$ cat config.mk
export PLATFORM = sky130hd
export DESIGN_NAME = qbp_port
export DESIGN_NICKNAME = d
export VERILOG_FILES = /design/src/rtl/qbp_pkg.sv /design/src/rtl/qbp_sync.sv /design/src/rtl/qbp_latch.sv /design/src/rtl/qbp_irq_chan.sv /design/src/rtl/qbp_port.sv
export SDC_FILE = /design/constraint.sdc
export NUM_CORES = 1
export LEC_CHECK = 0
export ABC_AREA = 1
export BUFFER_PORTS_ARGS = -buffer_cell sky130_fd_sc_hd__buf_2
export CAP_MARGIN = 5
export CORE_ASPECT_RATIO = 1.5
export CORE_MARGIN = 2
export CORE_UTILIZATION = 45
export CTS_BUF_LIST = sky130_fd_sc_hd__clkbuf_8
export DETAILED_ROUTE_END_ITERATION = 8
export GPL_ROUTABILITY_DRIVEN = 0
export HOLD_SLACK_MARGIN = 0.03
export PLACE_DENSITY = 0.78
export SLEW_MARGIN = 20
export SYNTH_ARGS = -nofsm -noshare
export SYNTH_HDL_FRONTEND = slang
export SYNTH_SLANG_ARGS = --single-unit
$ cat constraint.sdc
create_clock -name clk -period 3.1 [get_ports clk]
set_input_delay 0.31 -clock clk [delete_from_list [all_inputs] [get_ports clk]]
set_output_delay 0.31 -clock clk [all_outputs]
set_load 0.02 [all_outputs]
$ cat src/rtl/qbp_pkg.sv
package qbp_pkg;
  typedef enum logic [1:0] {
    RMW_SET    = 2'd0,
    RMW_CLR    = 2'd1,
    RMW_TSTCLR = 2'd2,
    RMW_KEEP   = 2'd3
  } rmw_op_e;
endpackage

$ cat src/rtl/qbp_sync.sv
module qbp_sync #(
  parameter int W      = 8,
  parameter int STAGES = 2
) (
  input  logic         clk,
  input  logic         rst_n,
  input  logic [W-1:0] d,
  output logic [W-1:0] q
);
  logic [W-1:0] stg [STAGES];

  generate
    for (genvar s = 0; s < STAGES; s++) begin : g_stage
      always_ff @(posedge clk or negedge rst_n) begin
        if (!rst_n) stg[s] <= '1;
        else if (s == 0) stg[s] <= d;
        else stg[s] <= stg[(s == 0) ? 0 : s-1];
      end
    end
  endgenerate

  assign q = stg[STAGES-1];
endmodule

$ cat src/rtl/qbp_latch.sv
module qbp_latch
  import qbp_pkg::*;
#(
  parameter int W  = 8,
  localparam int BW = $clog2(W)
) (
  input  logic          clk,
  input  logic          rst_n,
  input  logic          wr_en,
  input  logic [W-1:0]  wr_data,
  input  logic          rmw_en,
  input  rmw_op_e       rmw_op,
  input  logic [BW-1:0] rmw_bit,
  input  logic [W-1:0]  disturb,
  output logic [W-1:0]  lat_q,
  output logic          tst_q
);
  logic [W-1:0] sel_mask;
  logic [W-1:0] mod_val;
  logic [W-1:0] lat_d;

  assign sel_mask = {{(W-1){1'b0}}, 1'b1} << rmw_bit;

  always_comb begin
    unique case (rmw_op)
      RMW_SET:    mod_val = lat_q | sel_mask;
      RMW_CLR,
      RMW_TSTCLR: mod_val = lat_q & ~sel_mask;
      default:    mod_val = lat_q;
    endcase
  end

  always_comb begin
    if (wr_en)       lat_d = wr_data;
    else if (rmw_en) lat_d = mod_val & ~(disturb & ~sel_mask);
    else             lat_d = lat_q;
  end

  always_ff @(posedge clk or negedge rst_n) begin
    if (!rst_n) begin
      lat_q <= '1;
      tst_q <= 1'b0;
    end else begin
      lat_q <= lat_d;
      if (rmw_en && !wr_en) tst_q <= lat_q[rmw_bit];
    end
  end
endmodule

$ cat src/rtl/qbp_irq_chan.sv
module qbp_irq_chan (
  input  logic clk,
  input  logic rst_n,
  input  logic pin_s,
  input  logic edge_mode,
  input  logic ack,
  input  logic sw_wr,
  input  logic sw_val,
  output logic flag
);
  logic prev_q;
  logic capture;

  assign capture = edge_mode ? (prev_q & ~pin_s) : ~pin_s;

  always_ff @(posedge clk or negedge rst_n) begin
    if (!rst_n) begin
      prev_q <= 1'b1;
      flag   <= 1'b0;
    end else begin
      prev_q <= pin_s;
      if (capture)    flag <= 1'b1;
      else if (ack)   flag <= 1'b0;
      else if (sw_wr) flag <= sw_val;
    end
  end
endmodule

$ cat src/rtl/qbp_port.sv
module qbp_port
  import qbp_pkg::*;
#(
  parameter int W           = 8,
  parameter int INT0_BIT    = 2,
  parameter int INT1_BIT    = 3,
  parameter int SYNC_STAGES = 2,
  localparam int BW    = $clog2(W),
  localparam int N_IRQ = 2
) (
  input  logic             clk,
  input  logic             rst_n,
  input  logic [W-1:0]     pad_ext,
  output logic [W-1:0]     pad_pd,
  input  logic [W-1:0]     alt_out,
  output logic [W-1:0]     alt_in,
  input  logic             wr_en,
  input  logic [W-1:0]     wr_data,
  input  logic             rmw_en,
  input  logic [1:0]       rmw_op,
  input  logic [BW-1:0]    rmw_bit,
  input  logic [W-1:0]     disturb,
  output logic             tst_bit,
  output logic [W-1:0]     pin_rd,
  input  logic [N_IRQ-1:0] irq_mode,
  input  logic [N_IRQ-1:0] irq_en,
  input  logic [N_IRQ-1:0] irq_ack,
  input  logic             flag_wr_en,
  input  logic [N_IRQ-1:0] flag_wr_data,
  output logic [N_IRQ-1:0] irq_flag,
  output logic [N_IRQ-1:0] irq_req
);
  logic [W-1:0] lat_q;
  logic [W-1:0] alt_eff;
  logic [W-1:0] pin_raw;
  logic [W-1:0] pin_s;

  qbp_latch #(.W(W)) u_latch (
    .clk     (clk),
    .rst_n   (rst_n),
    .wr_en   (wr_en),
    .wr_data (wr_data),
    .rmw_en  (rmw_en),
    .rmw_op  (rmw_op_e'(rmw_op)),
    .rmw_bit (rmw_bit),
    .disturb (disturb),
    .lat_q   (lat_q),
    .tst_q   (tst_bit)
  );

  generate
    for (genvar i = 0; i < W; i++) begin : g_alt
      if (i == INT0_BIT || i == INT1_BIT) begin : g_tied
        assign alt_eff[i] = 1'b1;
      end else begin : g_free
        assign alt_eff[i] = alt_out[i];
      end
    end
  endgenerate

  assign pad_pd  = ~(lat_q & alt_eff);
  assign pin_raw = pad_ext & ~pad_pd;

  qbp_sync #(.W(W), .STAGES(SYNC_STAGES)) u_sync (
    .clk   (clk),
    .rst_n (rst_n),
    .d     (pin_raw),
    .q     (pin_s)
  );

  assign pin_rd = pin_s;
  assign alt_in = pin_s;

  generate
    for (genvar c = 0; c < N_IRQ; c++) begin : g_irq
      localparam int PB = (c == 0) ? INT0_BIT : INT1_BIT;
      qbp_irq_chan u_chan (
        .clk       (clk),
        .rst_n     (rst_n),
        .pin_s     (pin_s[PB]),
        .edge_mode (irq_mode[c]),
        .ack       (irq_ack[c]),
        .sw_wr     (flag_wr_en),
        .sw_val    (flag_wr_data[c]),
        .flag      (irq_flag[c])
      );
    end
  endgenerate

  assign irq_req = irq_flag & irq_en;
endmodule

==> impl_metrics.ini, run 1 <==
[floorplan]
fp.coreArea_um2 = 3420
die_x_um = 52.8
initial_core_util_pct = 47.1
chipHeight_um = 77.2
io_pins = 79
placementRows = 26
die-area_um2 = 4080

[yosys]
syn-instance-count = 200
synthesis.yosys.warnings = 0
synth_compound_area_share_pct = 7.94
synth.top_cells.by_area = sky130_fd_sc_hd__dfstp_2 42%, sky130_fd_sc_hd__nand2_1 14%, sky130_fd_sc_hd__buf_4 9.3%
synth_area_in_xor_xnor_pct = 0
synth_area_per_cell_um2 = 8.04
synth.cell_area_um2 = 1610
synth-simple-area-share_pct = 25.8
synth_top_flop_cell = sky130_fd_sc_hd__dfstp_2
main_combinational_cell_family_by_area_after_synthesis = simple AND/OR/NAND/NOR gates
synth_seq_area_share_pct = 47.2
yosys_register_bits = 29
syn-num-nets = 252
mux_cell_area_share_after_synthesis_pct = 0
synth.largest_area_cell = sky130_fd_sc_hd__dfstp_2
synthMostInstantiatedCell = sky130_fd_sc_hd__nand2_1
synthArstFlopShare_pct = 100
synth_cell_type_count = 19
portion_of_synthesized_cell_area_occupied_by_the_leading_cell_type_pct = 42.5
synth-adder-area-share_pct = 1.56
synth_common_cells = 58 x sky130_fd_sc_hd__nand2_1, 26 x sky130_fd_sc_hd__dfstp_2, 26 x sky130_fd_sc_hd__inv_1
synth-edff-count = 0

[power_and_ir_drop]
tot_pwr_uw = 901
max-vdd-ir-drop_mv = 0.237
leakagePower_uw = 0.00108
cellPowerDensity_nw_per_um2 = 463

[clocking]
cts.reportedPaths.clkPinSlew_ps = 60
ctsHtreeMaxLevel = 2
post-cts-setup-buffers = 0
cts_buffers = 5
cts_resized = 0
worstSkewPairLatency_ps = 270
clock-root-buffer = sky130_fd_sc_hd__clkbuf_8
cts_buffer_depth = 2
cts.hold.buffers_added = 0
tritoncts_clock_tree = done
cts.sink_count = 29

[grt]
globalRouteTotalUtil_pct = 17.9
grt_antenna_before_repair = 0
grt_pass1_vias = 1329
gr-total-overflow = 0
grt_start_max_net_pins = 30
grt_first_pass_wirelength_mm = 5.38

[setup_path]
timing.critical_path.to_type = output port
max_stage_delay_on_crit_path_ps = 570
critical_path_arrival_ps = 1080
cp_num_buf_inv = 1
worst-path-max-fanout = 5
path_length_in_cells_of_the_critical_path = 2
crit_chain = nand2_1 -> buf_2
crit_path_max_delay_family = flip-flops
timing.reg2reg.worst_path_depth = 6
crit_type = flop to output port
worst_endpoint_required_time_ps = 2790
timing.critical_path.from_type = flop
worst_path_max_delay_cell = sky130_fd_sc_hd__dfstp_2

[timing]
maxSlewHeadroom_pct = 60.8
clock_skews_ps = 8.13
final.setup.tns_ps = 0
final_period_minus_worst_setup_slack_ps = 1390
setup-violations-final = 0
hold_violations = 0
max_frequency_ghz = 0.722
rsz0062_at_grt = no
max_slew_vio_count = 0
final_critical_path_setup_slack_ps = 1710
worst_slew_pin_slew_ps = 588
tcrit_tclk_final_pct = 44.7

[flow_run]
max_cap_violations = 0

[detailed_routing]
drt_iter0_drc = 25
wl_mm = 3.29
drc = 0
avgViaCountPerCell = 4.58
wl_per_cell_um = 10.8
dr.pass1.iters = 4
vias = 1388
detail-route-antenna-nets = 0

[placed_design]
io_buffers = 76
dp_wirelength_mm = 2.60
place_ws_ps = 1790
placedCellCount = 295

[layout]
multiInputGateArea_um2 = 567
synthToLayoutAreaGrowth_pct = 21.0
layout.cells.non_filler = 303
finalNetCount = 312
count_of_fill_cells_added_during_filler_insertion = 346
final_layout_size_suffix_gt1_share_pct = 44.4
area.sequential_um2 = 758
antenna_cells_inserted = 0

[min_path]
worstHoldPathType = input port to asynchronous set/reset pin

[status]
run_status = finished clean
-- stage by stage --
step | utilization, % | hold WS (ps) | area (µm²)
5_1_grt | 57.0 | 95.7 | 1950
3_5_place_dp | 54.5 | 347 | 1860
2_1_floorplan | - | 14.4 | 1610
6_report | 57.0 | 47.7 | 1950
4_1_cts | 57.0 | 69.5 | 1950
3_3_place_gp | 54.5 | 346 | 1860
-- cell families (layout without fill, tap and decap cells) --
family                   Yosys count  count (layout)
AND/OR/NAND/NOR                   96              96
buffers and inverters             51             112
flip-flops                        29              29
AO/OA/AOI/OAI                     22              22
adder cells (fa/ha/maj)            2               2
-- final timing paths --
| path | startpoint | end | slack, ps |
|---|---|---|---|
| max | u_latch.lat_q[1]$_DFFE_PN1P_ | pad_pd[1] | 1710 |
| min | rst_n | g_irq[1].u_chan.flag$_DFFE_PN0P_ | 50 |
| max reg2reg | u_latch.lat_q[4]$_DFFE_PN1P_ | u_latch.tst_q$_DFFE_PN0P_ | 2060 |
| min reg2reg | u_sync.stg[8]$_DFF_PN1_ | u_sync.q[0]$_DFF_PN1_ | 360 |
| max in group asynchronous | rst_n | u_latch.tst_q$_DFFE_PN0P_ | 2670 |
| min in group clk | pad_ext[6] | u_sync.stg[14]$_DFF_PN1_ | 210 |
-- cells in the final DEF, fill, tap and decap left out, types with 5 or more instances in the layout --
cell type,count
sky130_fd_sc_hd__inv_1,27
sky130_fd_sc_hd__nand3_1,21
sky130_fd_sc_hd__nor2_1,12
sky130_fd_sc_hd__a21oi_1,8
sky130_fd_sc_hd__nand2_1,58
sky130_fd_sc_hd__buf_2,76
sky130_fd_sc_hd__clkbuf_8,5
sky130_fd_sc_hd__dfstp_2,26
sky130_fd_sc_hd__o21ai_0,8
-- state kept, by name (all words and copies together) (netlist names) --
register and flops:
u_latch.lat_q 8, u_sync.q 8, u_sync.stg 8, g_irq.u_chan.flag 2, g_irq.u_chan.prev_q 2, u_latch.tst_q 1
-- worst register-to-register path: cells and delay by family, from the launching register on --
family	cells	cell delay [ps]
flops	1	540
compound gates	1	140
simple gates	4	240
buf+inv	1	60
-- where the power goes --
group	total (µW)	switching, µW	internal, µW	leakage [µW]
logic	182	111	70.1	0.000727
registers	440	18.7	422	0.000305
clock network	279	128	151	0.0000491
total	901	258	643	0.00108
-- area by class of cell --
cell class	instances	area share [%]
Sequential cell	29	39.0
Multi-Input combinational cell	120	29.1
Timing Repair Buffer	76	19.5
Inverter	28	5.40
Clock buffer	5	3.54
Tap cell	42	2.70
Clock inverter	3	0.707
-- per-layer routing --
| metal | up-vias | wire length [µm] | global-route usage [%] | part of all wire (%) |
|---|---|---|---|---|
| met5 | - | 0 | 0 | 0 |
| met1 | 609 | 1220 | 17.6 | 37 |
| met3 | 7 | 226 | 4.09 | 6.9 |
| met4 | 0 | 72 | 8.97 | 2.2 |
| li1 | 722 | - | - | - |
| met2 | 50 | 1770 | 33.0 | 54 |
Note: power is estimated with default switching activity, not from simulation.
==> inputs of run 2 (changes only) <==
- CORE_UTILIZATION: 45 -> 43
- clock period: 3.1 -> 1.1 ns (I/O delays scaled with it)
==> run 2 against run 1 <==
  * The run now ends with negative setup slack left
  * Global-route usage up 2.1 points
  * Final cell count up 8.9%
  * Register-to-register slack worse by 2000 ps
  * Flip-flop and latch count unchanged
  * First-iteration DRC count up 40%
  * Utilization up 6.4 points
  * Critical path type unchanged
  * Largest power group unchanged
==> impl_metrics.ini, run 2 (synthesis results as in run 1) <==
[status]
run_status = complete, but fails checks
violations = negative setup slack

[detailed_routing]
drc = 0
drt_iter0_drc = 35
detail-route-antenna-nets = 0
wl_mm = 3.91
dr.pass1.iters = 4
avgViaCountPerCell = 4.76
vias = 1570
wl_per_cell_um = 11.8

[floorplan]
fp.coreArea_um2 = 3610
chipHeight_um = 78.9
io_pins = 79
placementRows = 27
die-area_um2 = 4250
initial_core_util_pct = 44.5
die_x_um = 53.9

[setup_path]
timing.critical_path.from = u_latch.lat_q[4]$_DFFE_PN1P_
timing.critical_path.from_type = flop
timing.critical_path.to_type = output port
crit_type = flop to output port
worstReg2RegStart = u_latch.lat_q[4]$_DFFE_PN1P_
worst_endpoint_required_time_ps = 990
critical_path_arrival_ps = 1020
worst-path-max-fanout = 3

[clocking]
clock-root-buffer = sky130_fd_sc_hd__clkbuf_8
cts_buffers = 5
cts_buffer_depth = 2
tritoncts_clock_tree = done
cts.reportedPaths.clkPinSlew_ps = 70
cts.sink_count = 29
ctsHtreeMaxLevel = 2
worstSkewPairLatency_ps = 280

[timing]
max_frequency_ghz = 0.888
setup-violations-final = 7
maxSlewHeadroom_pct = 75.6
hold_violations = 0
max_slew_vio_count = 0
clock_skews_ps = 7.24
final_critical_path_setup_slack_ps = -26.6
rsz0062_at_grt = yes
tcrit_tclk_final_pct = 102
final_period_minus_worst_setup_slack_ps = 1130
worst_slew_pin_slew_ps = 366

[min_path]
hp-start = wr_data[7]
worstHoldPathType = input port to flop

[flow_run]
max_cap_violations = 0

[placed_design]
io_buffers = 76
dpl-instance-area_um2 = 1900
dp_wirelength_mm = 2.73
place_ws_ps = 49.6
placedCellCount = 299

[power_and_ir_drop]
max-vdd-ir-drop_mv = 0.886
tot_pwr_uw = 2780
cellPowerDensity_nw_per_um2 = 1210
leakagePower_uw = 0.00123

[layout]
count_of_fill_cells_added_during_filler_insertion = 316
finalNetCount = 338
antenna_cells_inserted = 0
synthToLayoutAreaGrowth_pct = 42.4
final_layout_size_suffix_gt1_share_pct = 49.5
mostFrequentLayoutCell = sky130_fd_sc_hd__buf_2
layout.cells.most_common_list = 60 x sky130_fd_sc_hd__buf_2, 52 x sky130_fd_sc_hd__nand2_1, 26 x sky130_fd_sc_hd__dfstp_2, 24 x sky130_fd_sc_hd__inv_1, 21 x sky130_fd_sc_hd__nand3_1
layout.cells.non_filler = 330
stdcell_area_um2 = 2290

[grt]
grt_antenna_before_repair = 0
grt_first_pass_wirelength_mm = 6.18
grt_start_max_net_pins = 17
gr-total-overflow = 0
globalRouteTotalUtil_pct = 20.0
grt_pass1_vias = 1477
-- run 2: cell count changes in the layout (fill, tap and decap cells not counted), sizes merged --
cell	previous run	this run
buf	76	91
clkinvlp	0	1
dlygate4sd3	0	11
inv	29	28
-- run 2: per-layer routing --
layer | track usage, % | vias up | share of wire [%]
li1 | - | 778 | -
met1 | 20.2 | 725 | 36
met2 | 36.2 | 61 | 55
met3 | 3.95 | 6 | 6.8
met4 | 11.0 | 0 | 2.0
met5 | 0 | - | 0
-- run 2: worst max-delay path, cell delays in order (launching register included) --
cell	delay [ps]
sky130_fd_sc_hd__dfstp_2	550
sky130_fd_sc_hd__nand2_2	60
sky130_fd_sc_hd__buf_6	130
-- run 2: worst paths after layout --
kind | end | slack (ps) | cells past startpoint
min in group asynchronous | u_latch.tst_q$_DFFE_PN0P_ | 260 | 2
max | pad_pd[4] | -30 | 2
min | u_latch.lat_q[7]$_DFFE_PN1P_ | 40 | 3
max in group asynchronous | u_sync.stg[9]$_DFF_PN1_ | 350 | 3
min reg2reg | u_sync.q[5]$_DFF_PN1_ | 360 | 0
max reg2reg | u_latch.tst_q$_DFFE_PN0P_ | 20 | 6
-- run 2: timing repair --
action,CTS,global route
setup buffers,10,2
hold buffers,11,0
cloned,0,0
pin swaps,1,5
endpoints found under the setup margin,12,21
gates resized for setup,28,15
endpoints found under the hold margin,25,0
-- run 2: layout make-up --
type | count | area (µm²) | area share, %
multi-input combinational | 120 | 589 | 25.7
timing repair buffer | 102 | 697 | 30.4
tap | 43 | 53.8 | 2.35
clock buffer | 5 | 68.8 | 3.01
clock inverter | 3 | 17.5 | 0.765
sequential | 29 | 758 | 33.1
inverter | 28 | 105 | 4.59
-- run 2: per-stage QoR --
stage | TNS, ps | utilization, % | hold slack (ps)
after floorplan | 0 | - | -186
after global placement | 0 | 52.5 | 28.1
after detailed placement | 0 | 52.5 | 28.6
after CTS | -151 | 62.1 | 32.2
after global routing | -469 | 63.3 | 48.0
final | -109 | 63.3 | 39.5
-- run 2: power by group --
group          switching (µW)  internal (µW)
Sequential               44.2           1190
Clock                     418            435
Combinational             373            323
Total                     835           1950
==> inputs of run 3 (changes only) <==
- CORE_MARGIN: 2 -> default
==> run 3 against run 2 <==
  * Highest routed layer unchanged
  * Sequential share of layout area increased by 0.26 points
  * The run still ends with negative setup slack left
  * Global-route usage up 0.92 points
  * Sequential power about the same
  * Clock skew down 4.9 ps
==> impl_metrics.ini, run 3 (synthesis results as in run 1) <==
[setup_path]
timing.critical_path.from = u_latch.lat_q[5]$_DFFE_PN1P_
worst_endpoint_required_time_ps = 990
worst_path_max_delay_cell = sky130_fd_sc_hd__dfstp_2
worstReg2RegStart = u_latch.lat_q[3]$_DFFE_PN1P_
critical_path_arrival_ps = 1020
timing.critical_path.to_type = output port
crit_type = flop to output port
max_stage_delay_on_crit_path_ps = 550
crit_path_max_delay_family = flip-flops
worst-path-max-fanout = 2
timing.critical_path.from_type = flop
crit_chain = nand2_2 -> buf_6
cp_num_buf_inv = 1

[placed_design]
placedCellCount = 297
dpl-instance-area_um2 = 1880
io_buffers = 76
dp_wirelength_mm = 2.45

[detailed_routing]
vias = 1530
drt_iter0_drc = 21
avgViaCountPerCell = 4.68
wl_met3_um = 205
routedLengthMet1_mm = 1.46
drc = 0
route.met2.wl_mm = 2.05
detail-route-antenna-nets = 0
dr.pass1.iters = 4
wl_mm = 3.82
wl_per_cell_um = 11.7
maxUsedRoutingLayer = met4

[grt]
grt_first_pass_wirelength_mm = 6.21
globalRouteTotalUtil_pct = 21.0
grt_start_max_net_pins = 30
gr-total-overflow = 0
grt_antenna_before_repair = 0
grt_pass1_vias = 1504

[power_and_ir_drop]
cellPowerDensity_nw_per_um2 = 1260
share_seq_of_total_power_pct = 43.2
power.internal_uw = 2070
combinationalPowerShare_pct = 24.0
sw_frac_of_total_pct = 27.6
clock_power_share_pct = 32.8
max-vdd-ir-drop_mv = 0.940
p_switching_uw = 789
leakagePower_uw = 0.00123

[clocking]
cts.reportedPaths.clkPinSlew_ps = 60
tritoncts_clock_tree = done
cts_buffers = 5
cts.sink_count = 29
cts_buffer_depth = 2
worstSkewPairLatency_ps = 270
clock-root-buffer = sky130_fd_sc_hd__clkbuf_8
ctsHtreeMaxLevel = 2

[timing]
rsz0062_at_grt = yes
tcrit_tclk_final_pct = 102
maxSlewHeadroom_pct = 73.4
max_slew_vio_count = 0
clock_skews_ps = 2.38
holdWs_ps = 35.6
hold_violations = 0
max_frequency_ghz = 0.888
worst_slew_pin_slew_ps = 398
final_critical_path_setup_slack_ps = -26.7
final_period_minus_worst_setup_slack_ps = 1130
setup-violations-final = 6

[floorplan]
die-area_um2 = 3990
initial_core_util_pct = 46.2
placementRows = 26
chipHeight_um = 76.9
die_x_um = 51.9
fp.coreArea_um2 = 3480
io_pins = 79

[status]
violations = negative setup slack
run_status = complete, but fails checks

[layout]
final_layout_size_suffix_gt1_share_pct = 49.8
antenna_cells_inserted = 0
mostFrequentLayoutCell = sky130_fd_sc_hd__buf_2
layout.cells.non_filler = 327
finalNetCount = 336
synthToLayoutAreaGrowth_pct = 41.3
stdcell_area_um2 = 2270
layout.cells.most_common_list = 64 x sky130_fd_sc_hd__buf_2, 52 x sky130_fd_sc_hd__nand2_1, 26 x sky130_fd_sc_hd__dfstp_2, 24 x sky130_fd_sc_hd__inv_1, 21 x sky130_fd_sc_hd__nand3_1

[flow_run]
max_cap_violations = 0

[min_path]
worstHoldPathType = input port to flop
hp-start = irq_ack[0]
## run 3: cell types whose count changed in the layout (fill, tap and decap cells not counted), sizes merged
cell	change
dlygate4sd3	-2
clkbuf	+2
clkinvlp	-1
clkinv	-1
## run 3: worst paths after layout
path / endpoint / slack [ps] / cells after the start
worst max-delay path: pad_pd[5] / -30 / 2
max in group asynchronous: u_sync.q[0]$_DFF_PN1_ / 430 / 3
worst min register to register: u_sync.q[3]$_DFF_PN1_ / 360 / 0
min in group asynchronous: u_latch.tst_q$_DFFE_PN0P_ / 370 / 3
worst max register to register: u_latch.tst_q$_DFFE_PN0P_ / 10 / 7
worst min-delay path: g_irq[0].u_chan.flag$_DFFE_PN0P_ / 40 / 2
## run 3: layer usage
metal  global-route usage [%]  vias up
met2                     37.8       62
met3                     4.56        9
li1                         -      772
met5                        0        -
met4                     9.73        0
met1                     21.8      687
## run 3: repair_timing
| item | in CTS | in global routing |
|---|---|---|
| hold endpoints to repair | 11 | 0 |
| endpoints found under the setup margin | 10 | 18 |
| buffers inserted | 9 | 4 |
| pin swaps | 1 | 4 |
| hold buffers | 9 | 0 |
| resized for setup | 26 | 16 |
## run 3: layout make-up
cell class	count	area, µm²
clock inverter	1	5.00
tap	42	52.6
timing repair buffer	100	666
fill	303	1210
multi-input combinational	120	589
inverter	28	105
sequential	29	758
clock buffer	7	96.3
## run 3: power by group through the flow
stage	clock, µW	combinational, µW	sequential, µW
after CTS	973	642	1230
after global placement	0	510	1260
after detailed placement	0	518	1260
final	937	685	1230
after floorplan	0	364	1250
after global routing	1030	755	1250
## run 3: per-stage QoR
stage	util (%)	power, µW	worst slack [ps]	TNS, ps
floorplan	-	1610	85.3	0
global placement	54.0	1760	70.3	0
detailed placement	54.0	1780	63.4	0
CTS	63.4	2850	-22.6	-73.7
global route	65.3	3030	-71.1	-546
finish	65.3	2860	-26.7	-79.4
